<file path="config.mk">
export PLATFORM = sky130hd
export DESIGN_NAME = act_evt_decoder
export DESIGN_NICKNAME = d
export VERILOG_FILES = /design/src/rtl/act_evt_pkg.sv /design/src/rtl/act_addr_classify.sv /design/src/rtl/act_irq_classify.sv /design/src/rtl/act_status_reg.sv /design/src/rtl/act_evt_decoder.sv
export SDC_FILE = /design/constraint.sdc
export NUM_CORES = 1
export LEC_CHECK = 0
export ABC_AREA = 1
export CAP_MARGIN = 25
export CORE_MARGIN = 5
export CORE_UTILIZATION = 40
export CTS_CLUSTER_DIAMETER = 50
export CTS_CLUSTER_SIZE = 20
export DETAILED_ROUTE_END_ITERATION = 7
export DONT_BUFFER_PORTS = 1
export HOLD_SLACK_MARGIN = 0.08
export SLEW_MARGIN = 20
export SYNTH_ARGS = -nofsm -noshare
export SYNTH_HDL_FRONTEND = slang
export SYNTH_SLANG_ARGS = --single-unit
</file>
<file path="constraint.sdc">
create_clock -name clk -period 1.3 [get_ports clk]
set_input_delay 0.065 -clock clk [delete_from_list [all_inputs] [get_ports clk]]
set_output_delay 0.065 -clock clk [all_outputs]
set_load 0.02 [all_outputs]
</file>
<file path="src/rtl/act_evt_pkg.sv">
package act_evt_pkg;
  typedef enum logic [1:0] {
    IRQC_OFF   = 2'b00,
    IRQC_PRI   = 2'b01,
    IRQC_SEC   = 2'b10,
    IRQC_OFF2  = 2'b11
  } irq_class_e;

  localparam int EVT_W     = 8;
  localparam int EB_KBD    = 7;
  localparam int EB_SER    = 6;
  localparam int EB_PAR    = 5;
  localparam int EB_VID    = 4;
  localparam int EB_DSK    = 3;
  localparam int EB_RSV    = 2;
  localparam int EB_PIRQ   = 1;
  localparam int EB_DMA    = 0;
  localparam logic [EVT_W-1:0] RSV_MASK = 8'b0000_0100;
endpackage

</file>
<file path="src/rtl/act_addr_classify.sv">
module act_addr_classify #(
  parameter int IO_AW  = 16,
  parameter int MEM_AW = 20
) (
  input  logic              cyc_vld,
  input  logic              cyc_is_mem,
  input  logic [MEM_AW-1:0] cyc_addr,
  output logic              hit_kbd,
  output logic              hit_ser,
  output logic              hit_par,
  output logic              hit_vid,
  output logic              hit_dsk
);
  // I/O ports decoded in 8-port blocks: compare address bits above bit 2
  localparam int BLK = 3;
  localparam int BW  = IO_AW - BLK;
  localparam int SEGW = 3;

  logic [IO_AW-1:0] io_a;
  logic [BW-1:0]    io_blk;
  logic             io_cyc, mem_cyc;

  assign io_a    = cyc_addr[IO_AW-1:0];
  assign io_blk  = io_a[IO_AW-1:BLK];
  assign io_cyc  = cyc_vld & ~cyc_is_mem;
  assign mem_cyc = cyc_vld &  cyc_is_mem;

  function automatic logic blk_is(input logic [BW-1:0] b, input int base);
    return b == BW'(base >> BLK);
  endfunction

  always_comb begin
    hit_kbd = io_cyc && (io_a == IO_AW'(16'h0060));
    hit_ser = io_cyc && (blk_is(io_blk, 'h3F8) || blk_is(io_blk, 'h2F8) ||
                         blk_is(io_blk, 'h3E8) || blk_is(io_blk, 'h2E8));
    hit_par = io_cyc && (blk_is(io_blk, 'h378) || blk_is(io_blk, 'h278));
    hit_dsk = io_cyc && (blk_is(io_blk, 'h1F0) || blk_is(io_blk, 'h170) ||
                         (io_a == IO_AW'(16'h03F5)));
    // video: 3B0h..3DFh is six 8-port blocks starting at 3B0h
    hit_vid = (io_cyc && (io_blk >= BW'('h3B0 >> BLK)) &&
                         (io_blk <= BW'('h3D8 >> BLK))) ||
              (mem_cyc && (cyc_addr[MEM_AW-1 -: SEGW] == 3'b101));
  end
endmodule

</file>
<file path="src/rtl/act_irq_classify.sv">
module act_irq_classify
  import act_evt_pkg::*;
#(
  parameter int NIRQ = 16
) (
  input  logic              clk,
  input  logic              rst_n,
  input  logic [NIRQ-1:0]   irq_req,
  input  logic [2*NIRQ-1:0] irq_class,
  output logic              pri_rise,
  output logic              sec_rise
);
  logic [NIRQ-1:0] irq_q, rise, is_pri, is_sec;

  always_ff @(posedge clk) begin
    if (!rst_n) irq_q <= '0;
    else        irq_q <= irq_req;
  end

  assign rise = irq_req & ~irq_q;

  for (genvar i = 0; i < NIRQ; i++) begin : g_ch
    irq_class_e cls;
    assign cls       = irq_class_e'(irq_class[2*i +: 2]);
    assign is_pri[i] = (cls == IRQC_PRI);
    assign is_sec[i] = (cls == IRQC_SEC);
  end

  assign pri_rise = |(rise & is_pri);
  assign sec_rise = |(rise & is_sec);
endmodule

</file>
<file path="src/rtl/act_status_reg.sv">
module act_status_reg #(
  parameter int W = 8,
  parameter logic [W-1:0] ZERO_MASK = '0
) (
  input  logic         clk,
  input  logic         rst_n,
  input  logic [W-1:0] set_vec,
  input  logic [W-1:0] clr_vec,
  output logic [W-1:0] sts
);
  logic [W-1:0] sts_q;

  always_ff @(posedge clk) begin
    if (!rst_n) sts_q <= '0;
    else        sts_q <= ((sts_q & ~clr_vec) | set_vec) & ~ZERO_MASK;
  end

  assign sts = sts_q;
endmodule

</file>
<file path="src/rtl/act_evt_decoder.sv">
module act_evt_decoder
  import act_evt_pkg::*;
#(
  parameter int NIRQ   = 16,
  parameter int IO_AW  = 16,
  parameter int MEM_AW = 20
) (
  input  logic              clk,
  input  logic              rst_n,
  input  logic              cyc_vld,
  input  logic              cyc_is_mem,
  input  logic [MEM_AW-1:0] cyc_addr,
  input  logic [NIRQ-1:0]   irq_req,
  input  logic [2*NIRQ-1:0] irq_class,
  input  logic              dma_active,
  input  logic [EVT_W-1:0]  evt_en,
  input  logic [EVT_W-1:0]  sts_clr,
  input  logic              wake_en,
  output logic [EVT_W-1:0]  evt_sts,
  output logic              reload_pulse,
  output logic              sec_pulse,
  output logic              wake_irq
);
  logic hit_kbd, hit_ser, hit_par, hit_vid, hit_dsk;
  logic pri_rise, sec_rise;
  logic [EVT_W-1:0] raw_evt, qual_evt;
  logic reload_q, sec_q;

  act_addr_classify #(.IO_AW(IO_AW), .MEM_AW(MEM_AW)) u_addr (
    .cyc_vld    (cyc_vld),
    .cyc_is_mem (cyc_is_mem),
    .cyc_addr   (cyc_addr),
    .hit_kbd    (hit_kbd),
    .hit_ser    (hit_ser),
    .hit_par    (hit_par),
    .hit_vid    (hit_vid),
    .hit_dsk    (hit_dsk)
  );

  act_irq_classify #(.NIRQ(NIRQ)) u_irq (
    .clk       (clk),
    .rst_n     (rst_n),
    .irq_req   (irq_req),
    .irq_class (irq_class),
    .pri_rise  (pri_rise),
    .sec_rise  (sec_rise)
  );

  always_comb begin
    raw_evt          = '0;
    raw_evt[EB_KBD]  = hit_kbd;
    raw_evt[EB_SER]  = hit_ser;
    raw_evt[EB_PAR]  = hit_par;
    raw_evt[EB_VID]  = hit_vid;
    raw_evt[EB_DSK]  = hit_dsk;
    raw_evt[EB_PIRQ] = pri_rise;
    raw_evt[EB_DMA]  = dma_active;
  end

  assign qual_evt = raw_evt & evt_en & ~RSV_MASK;

  act_status_reg #(.W(EVT_W), .ZERO_MASK(RSV_MASK)) u_sts (
    .clk     (clk),
    .rst_n   (rst_n),
    .set_vec (qual_evt),
    .clr_vec (sts_clr),
    .sts     (evt_sts)
  );

  always_ff @(posedge clk) begin
    if (!rst_n) begin
      reload_q <= 1'b0;
      sec_q    <= 1'b0;
    end else begin
      reload_q <= |qual_evt;
      sec_q    <= sec_rise;
    end
  end

  assign reload_pulse = reload_q;
  assign sec_pulse    = sec_q;
  assign wake_irq     = wake_en & (|evt_sts);
endmodule

</file>
# [Word-level counts from Yosys, hierarchy flattened]
# Cells that the tools add are included.
[word_totals] out_inout_bits=11 reg_bits=26
[op_classes] bitwise_logic=12 n_eq_ne=43 reduce_logical=18 n_lt_le_gt_ge=2
[ops] operator="$eq A13 B7 Y1 const B" count=6
[ops] operator="$and A16 B16 Y16" count=3
[ops] operator="$eq A2 B1 Y1 const B" count=16
[ops] operator="$eq A2 B2 Y1 const B" count=16
[ops] operator="$reduce_or A16 Y1" count=2
[ops] operator="$eq A13 B6 Y1 const B" count=2
[ops] operator="$and A8 B8 Y8" count=2
[ops] operator="$eq A16 B10 Y1 const B" count=1
[ops] operator="$eq A16 B7 Y1 const B" count=1
[ops] operator="$not A16 Y16" count=1
[ops] operator="$ge A13 B7 Y1 const B" count=1
[ops] operator="$le A13 B7 Y1 const B" count=1
[ops] operator="$not A8 Y8" count=1
[ops] operator="$or A8 B8 Y8" count=1
[ops] operator="$reduce_or A8 Y1" count=1
[ops] operator="$logic_and A1 B1 Y1" count=7
[ops] operator="$logic_or A1 B1 Y1" count=7
[ops] operator="$reduce_or A7 Y1" count=1
[ops] operator="$and A1 B1 Y1" count=3
[ops] operator="$eq A3 B3 Y1 const B" count=1
[ops] operator="$not A1 Y1" count=1

# [Longest topological paths before layout]
# Gate-level depths: netlist (run 1).
[logic_depth] word_depth=7 depth_mapped=11 ltp_nobuf=11

# [By module]
# Synthesis (run 1) repeated with hierarchy kept, for this count alone.
[hier_totals] cells_unflattened=330 hier_area_um2=1740.4
[by_module_without_submodules] module="act_irq_classify" cells_per_inst=208 instances=1 area_per_inst_um2=1046.0 seq_area_each_um2=320.3
[by_module_without_submodules] module="act_status_reg" cells_per_inst=38 instances=1 area_per_inst_um2=295.3 seq_area_each_um2=140.1
[by_module_without_submodules] module="act_addr_classify" cells_per_inst=51 instances=1 area_per_inst_um2=237.7 seq_area_each_um2=0.0
[by_module_without_submodules] module="act_evt_decoder" cells_per_inst=33 instances=1 area_per_inst_um2=161.4 seq_area_each_um2=40.0

# [Worst setup path before layout (run 1)]
# Ideal clock, no wire load.
[synth_path] kind="register -> output" start="reg u_sts.sts_q[5] (netlist: u_sts.sts[5])" end="out wake_irq" t_arrival_ns=1.043 slack_ns=0.192 stages_incl_launch_ff=3 required_time_ns=1.235 path_buffers=0 cell_sequence="dfxtp_1 > nor3_1 > a21boi_0"
[synth_between] elab_chain_cells=2
[synth_lines] item="from (decl)" line="act_status_reg.sv:11" source="logic [W-1:0] sts_q;"
[synth_lines] item="from (signal assigned)" line="act_status_reg.sv:15" source="else sts_q <= ((sts_q & ~clr_vec) | set_vec) & ~ZERO_MASK;"
[synth_lines] item="$reduce_or A8 Y1" line="act_evt_decoder.sv:82" source="assign wake_irq = wake_en & (|evt_sts);"
[synth_lines] item="$and A1 B1 Y1" line="act_evt_decoder.sv:82"
[synth_lines] item="to (decl)" line="act_evt_decoder.sv:22" source="output logic wake_irq"
# Every way passes these cells.

# [Worst setup path in the final report (run 1)]
[layout_path] start="reg u_sts.sts_q[4] (netlist: u_sts.sts[4])" end="out wake_irq"
# Same word-level chain as after synthesis.

==> results of run 1 <==
==> layout make-up <==
| type | instances | area (um2) |
|---|---|---|
| well taps | 50 | 62.56 |
| flip-flops and latches | 25 | 508.0 |
| inverters | 72 | 270.3 |
| multi-input cells | 193 | 857.1 |
| clock buffers | 4 | 45.04 |
| fillers | 398 | 1750 |
| repair buffers | 49 | 478.0 |
==> state kept, by name, summed over array words and instances (netlist names) <==
register	count
reload_pulse	1
sec_pulse	1
u_sts.sts	7
u_irq.irq_q	16
==> layer usage <==
| metal | GRT usage (%) | vias to the layer above | wire length [um] |
|---|---|---|---|
| li1 | - | 952 | - |
| met1 | 18.58 | 746 | 1736 |
| met2 | 29.82 | 67 | 2178 |
| met3 | 3.967 | 6 | 368 |
| met4 | 5.030 | 0 | 65 |
| met5 | 0 | - | 0 |
==> cells in the final DEF, fill, tap and decap left out <==
| cell | count |
|---|---|
| sky130_fd_sc_hd__or2_1 | 1 |
| sky130_fd_sc_hd__a21boi_1 | 2 |
| sky130_fd_sc_hd__nor3_1 | 6 |
| sky130_fd_sc_hd__inv_1 | 71 |
| sky130_fd_sc_hd__dlygate4sd3_1 | 44 |
| sky130_fd_sc_hd__clkbuf_1 | 1 |
| sky130_fd_sc_hd__nor2_1 | 61 |
| sky130_fd_sc_hd__dfxtp_4 | 1 |
| sky130_fd_sc_hd__a31oi_1 | 2 |
| sky130_fd_sc_hd__a21oi_1 | 7 |
| sky130_fd_sc_hd__nor4_2 | 1 |
| sky130_fd_sc_hd__clkbuf_8 | 3 |
| sky130_fd_sc_hd__buf_4 | 5 |
| sky130_fd_sc_hd__nand4_1 | 2 |
| sky130_fd_sc_hd__nor2_2 | 2 |
| sky130_fd_sc_hd__clkinv_1 | 1 |
| sky130_fd_sc_hd__and3_1 | 2 |
| sky130_fd_sc_hd__dfxtp_1 | 21 |
| sky130_fd_sc_hd__nand2_2 | 4 |
| sky130_fd_sc_hd__nand3b_1 | 1 |
| sky130_fd_sc_hd__a21oi_2 | 3 |
| sky130_fd_sc_hd__nand2_1 | 79 |
| sky130_fd_sc_hd__nand3_1 | 15 |
| sky130_fd_sc_hd__nor2_4 | 4 |
| sky130_fd_sc_hd__conb_1 | 1 |
| sky130_fd_sc_hd__dfxtp_2 | 3 |
==> critical path: stages, from the launching register on <==
cell	delay, ns
sky130_fd_sc_hd__dfxtp_4	0.38
sky130_fd_sc_hd__nor4_2	0.32
sky130_fd_sc_hd__a21boi_1	0.10
sky130_fd_sc_hd__buf_4	0.17
==> timing repair <==
| action | in CTS | in global routing |
|---|---|---|
| endpoints found under the hold margin | 24 | 0 |
| hold buffers | 44 | 0 |
| gates resized for setup | 2 | 9 |
| endpoints found under the setup margin | 1 | 3 |
| gates cloned | 0 | 0 |
| pin swaps | 0 | 2 |
| buffers inserted | 0 | 0 |
==> cell families (layout without fill, tap and decap cells) <==
group                  count (synthesis)  count (layout)
and+or+nand+nor                      178             178
buffers and inverters                 75             125
DFF                                   25              25
AOI/OAI and AO/OA                     14              14
other                                  1               1
==> worst paths after layout <==
check / endpoint / slack, ns
max: wake_irq / 0.006
min: u_sts.sts[6] / 0.09
max reg2reg: u_sts.sts[0] / 0.03
min reg2reg: u_sts.sts[1] / 0.60
==> metrics by stage <==
stage	worst slack (ns)	power (W)	TNS, ns	util (%)
6_report	0.005812	0.001616	0	55.92
3_5_place_dp	0.1348	0.001076	0	42.91
5_1_grt	-0.07292	0.001718	-0.08063	55.92
3_3_place_gp	0.1503	0.001072	0	42.91
2_1_floorplan	0.1923	0.001041	0	-
4_1_cts	0.01344	0.001633	0	55.20
==> power groups by stage <==
stage / clock [W] / combinational, W / sequential, W
2_1_floorplan: 0 / 0.000197 / 0.000844
5_1_grt: 0.000497 / 0.000388 / 0.000833
3_3_place_gp: 0 / 0.000227 / 0.000845
4_1_cts: 0.000473 / 0.000332 / 0.000828
3_5_place_dp: 0 / 0.000230 / 0.000846
6_report: 0.000450 / 0.000338 / 0.000828
==> metrics.csv, run 1 <==
metric,value,unit
swShare,25.75,%
synth_compound_gate_area_share,5.483,%
fin_area,2221,um2
cap_viol_max_count,0,
first_iter_violations,38,
clkPwrFrac,27.8,%
grt_pass1_wl,7072,um
synthesis.area_per_instance,5.530,um2
num_antenna_cells,0,
internal,0.001200,W
worstReg2RegStart,u_sts.sts[0],
first_global_vias,1765,
power.share.sequential,51.2,%
dieWidth,73.65,um
portBuffers,0,
vias_per_cell,4.506,
setup_violations,0,
synth_warnings,0,
max_freq,0.7727,GHz
synth.lib_cells_used.distinct,24,
mux_share_of_post_synthesis_cell_area,0,%
synth_enable_flop_cells,0,
timing_hold_violations_final,0,
dieHeight,73.65,um
finalCritPeriodShare,99.55,%
initial_utilization,40.80,%
top_flip_flop_cell_by_instance_count_after_synthesis,sky130_fd_sc_hd__dfxtp_1,
synth.cell_area,1620,um2
grt_antenna_before_repair,0,
holdCritStartpoint,cyc_addr[3],
xor_xnor_cell_area_share_of_the_yosys_netlist,0,%
netlist_top_cells_area,"sky130_fd_sc_hd__dfxtp_1 31%, sky130_fd_sc_hd__nand2_1 18%, sky130_fd_sc_hd__inv_1 16%",
drt_pass_1_iters,5,
clk_pin_slew_worst_setup_hold_paths,0.08,ns
p_leak,1.252,nW
placeableCoreArea,3971,um2
grt_setup_unrepaired,yes,
htree_levels,1,
clock_tree.root_cell,sky130_fd_sc_hd__clkbuf_8,
cts.sinks,25,
total_switching_power,0.0004160,W
placed_cell_area,1704,um2
synth_top_area_share,30.89,%
synth_top_family_by_area,simple AND/OR/NAND/NOR gates,
cts-buffers-inserted,3,
worstSetupEndpointType,output port,
grtUsageTotal,16.37,%
syn_nets,383,
ant_nets,0,
worst_hold_path.num_cells,4,
pin_count_of_the_biggest_net_entering_global_routing,18,
minimum_hold_slack,0.08579,ns
finalWirelength,4348,um
status,"finished, final reports clean",
nNetsFinal,434,
powerDensity,727.6,nW/um2
critPathLaunchType,flip-flop,
drc,0,
boundaryPins,101,
fin_skew,0.003569,ns
synthArstFlopShare,0,%
peakVddDrop,451.4,uV
dp_hpwl,3250,um
place.detailed.instances,345,
slew_viol_final,0,
timing.reg2reg.worst_path_depth,4,
fp.dieArea,5424,um2
floorplan.rows,23,
area_added_between_synthesis_and_finish,37.07,%
gp_congestion,0.7662,
synth-seq-area-share,30.89,%
post_synth_and_or_nand_nor_area_fraction,45.71,%
power_frac_comb,20.9,%
worst-endpoint-required,1.24,ns
ys_ff_latch,25,
hold_path.class,in -> reg,
dr_total_vias,1771,
yosys.cell_count.top_type,sky130_fd_sc_hd__nand2_1,
tritoncts,yes,
cts_max_path_buffers,2,
synth_largest_area_cell,sky130_fd_sc_hd__dfxtp_1,
netlist_top_cells_count,"79 x sky130_fd_sc_hd__nand2_1, 71 x sky130_fd_sc_hd__inv_1, 62 x sky130_fd_sc_hd__nor2_1",
cp.arrival,1.23,ns
fin_cells,393,
route.detailed.wl_per_inst,11.06,um
postSynthCellCount,293,
synth-adder-area-share,0,%
cp_max_fo,3,
clock_latency,0.26,ns
cp-startpoint,u_sts.sts[4],
layout_min_cycle_time,1.294,ns
overflow,0,
drive_above_1_share,7.580,%
worst-setup-path-type,reg -> out,
No activity file was read; power rests on OpenSTA's default activity.
==> run 2: changes to the inputs <==
- clock period: 1.3 -> 1.65 ns (I/O delays scaled with it)
==> run 2 against run 1 <==
  * Non-clock buffer count down 5
  * Final area down 3.2%
  * First-iteration DRC count up 5.3%
  * Cell count down 1.3%
  * Hold slack better by 0.0095 ns
  * Register-to-register slack better by 0.28 ns
  * Largest cell class unchanged
  * Count of clock-buffer cells in the layout unchanged
==> metrics.csv, run 2 (synthesis gave the netlist of run 1 again) <==
metric,value,unit
most_common_library_cell_in_the_layout_ignoring_fill_and_taps,sky130_fd_sc_hd__nand2_1,
fp.dieArea,5424,um2
worstSetupEndpointType,output port,
drive_above_1_share,4.734,%
internal,0.0009401,W
max_freq,0.6916,GHz
setup_violations,0,
initial_utilization,40.80,%
worstReg2RegStart,u_sts.sts[3],
post_cts_resize_count,0,
nNetsFinal,429,
p_leak,1.220,nW
place.detailed.instances,341,
largest_register_ffs,16,
clkPwrFrac,28.1,%
max_flop_register,u_irq.irq_q,
first_iter_violations,40,
worstPathCellList,nor4_1 > a21boi_0 > buf_4,
fin_cells,388,
grt_setup_unrepaired,no,
gp_congestion,0.7550,
worst-endpoint-required,1.57,ns
cts.sinks,25,
dieWidth,73.65,um
power.share.sequential,51.5,%
status,"finished, final reports clean",
power_frac_comb,20.4,%
finalCoreUtilization,54.13,%
finalCritPeriodShare,87.63,%
timing_hold_violations_final,0,
dp_hpwl,3282,um
dieHeight,73.65,um
layout_min_cycle_time,1.446,ns
swShare,25.92,%
vias_per_cell,4.539,
clk_pin_slew_worst_setup_hold_paths,0.08,ns
total_switching_power,0.0003289,W
placeableCoreArea,3971,um2
grtUsageTotal,16.61,%
fin_area,2150,um2
hold_path.class,in -> reg,
boundaryPins,101,
cap_viol_max_count,0,
fin_skew,0.003638,ns
finalWirelength,4397,um
num_antenna_cells,0,
first_global_vias,1694,
cts-buffers-inserted,3,
drt_pass_1_iters,4,
clock_tree.root_cell,sky130_fd_sc_hd__clkbuf_8,
reg2reg_to,u_sts.sts[3],
peakVddDrop,257.8,uV
cpLargestDelayFamily,flip-flops,
htree_levels,1,
placed_cell_area,1674,um2
ant_nets,0,
slack_of_the_worst_reg_to_reg_path,0.31,ns
endpoint,wake_irq,
cp.buffers_inverters,1,
cp-startpoint,u_sts.sts[4],
critical_path_cell_count,3,
grt_antenna_before_repair,0,
dr_total_vias,1761,
commonest_cells_after_routing_fill_and_taps_aside,"79 x sky130_fd_sc_hd__nand2_1, 71 x sky130_fd_sc_hd__inv_1, 62 x sky130_fd_sc_hd__nor2_1",
preCtsSetupSlack,0.4554,ns
timing.reg2reg.worst_path_depth,3,
portBuffers,0,
drc,0,
area_added_between_synthesis_and_finish,32.66,%
critPathLaunchType,flip-flop,
setup-tns-final,0,ns
powerDensity,590.4,nW/um2
slew_viol_final,0,
floorplan.rows,23,
cp_max_fo,3,
worst_slack,0.2040,ns
maximum_single_stage_delay_on_the_critical_path,0.40,ns
cts_max_path_buffers,2,
overflow,0,
tritoncts,yes,
cp.arrival,1.36,ns
pin_count_of_the_biggest_net_entering_global_routing,18,
route.detailed.wl_per_inst,11.33,um
cpMaxStageDelayCell,sky130_fd_sc_hd__dfxtp_1,
clock_latency,0.26,ns
grt_pass1_wl,7024,um
worst-setup-path-type,reg -> out,
-- run 2: how the worst min path moves through the flow --
stage               startpoint             end  slack [ns]  cells after the start
detailed placement  irq_req[3]  u_irq.irq_q[3]        0.18                      2
global placement    irq_req[6]  u_irq.irq_q[6]        0.18                      2
global route         evt_en[1]    u_sts.sts[1]        0.11                      4
finish               evt_en[1]    u_sts.sts[1]         0.1                      4
CTS                  evt_en[1]    u_sts.sts[1]        0.08                      4
floorplan           irq_req[0]  u_irq.irq_q[0]        0.18                      2
-- run 2: through the flow --
stage | total power (W) | hold WS, ns
2_1_floorplan | 0.0008199 | 0.1760
3_3_place_gp | 0.0008426 | 0.1761
3_5_place_dp | 0.0008471 | 0.1806
4_1_cts | 0.001282 | 0.08351
5_1_grt | 0.001354 | 0.1128
6_report | 0.001269 | 0.09528
-- run 2: timing repair --
item / 4_1_cts / 5_1_grt
hold buffers: 43 / 0
endpoints found under the hold margin: 24 / 0
setup buffers: 0 / 0
-- run 2: cell type report --
class,instances,area [um2]
Fill cell,408,1822
Multi-Input combinational cell,193,833.3
Sequential cell,25,500.5
Timing Repair Buffer,44,437.9
Inverter,72,270.3
Tap cell,50,62.56
Clock buffer,4,45.04
-- run 2: tightest hold or removal path, cell delays in order --
cell	delay, ns
sky130_fd_sc_hd__inv_1	0.03
sky130_fd_sc_hd__nor2_1	0.05
sky130_fd_sc_hd__a21oi_1	0.11
sky130_fd_sc_hd__nor2_1	0.04
-- run 2: power groups by stage --
stage / sequential, W / clock (W) / combinational (W)
after floorplan: 0.000665 / 0 / 0.000155
after global placement: 0.000668 / 0 / 0.000175
after detailed placement: 0.000668 / 0 / 0.000179
after CTS: 0.000654 / 0.000370 / 0.000257
after global routing: 0.000657 / 0.000402 / 0.000295
final: 0.000654 / 0.000357 / 0.000259
-- run 2: per-layer routing --
layer	vias to the layer above	part of all wire, %	global-route usage [%]
li1	940	-	-
met1	752	39	18.44
met2	63	51	30.12
met3	6	8.2	4.104
met4	0	2.1	6.237
met5	-	0	0
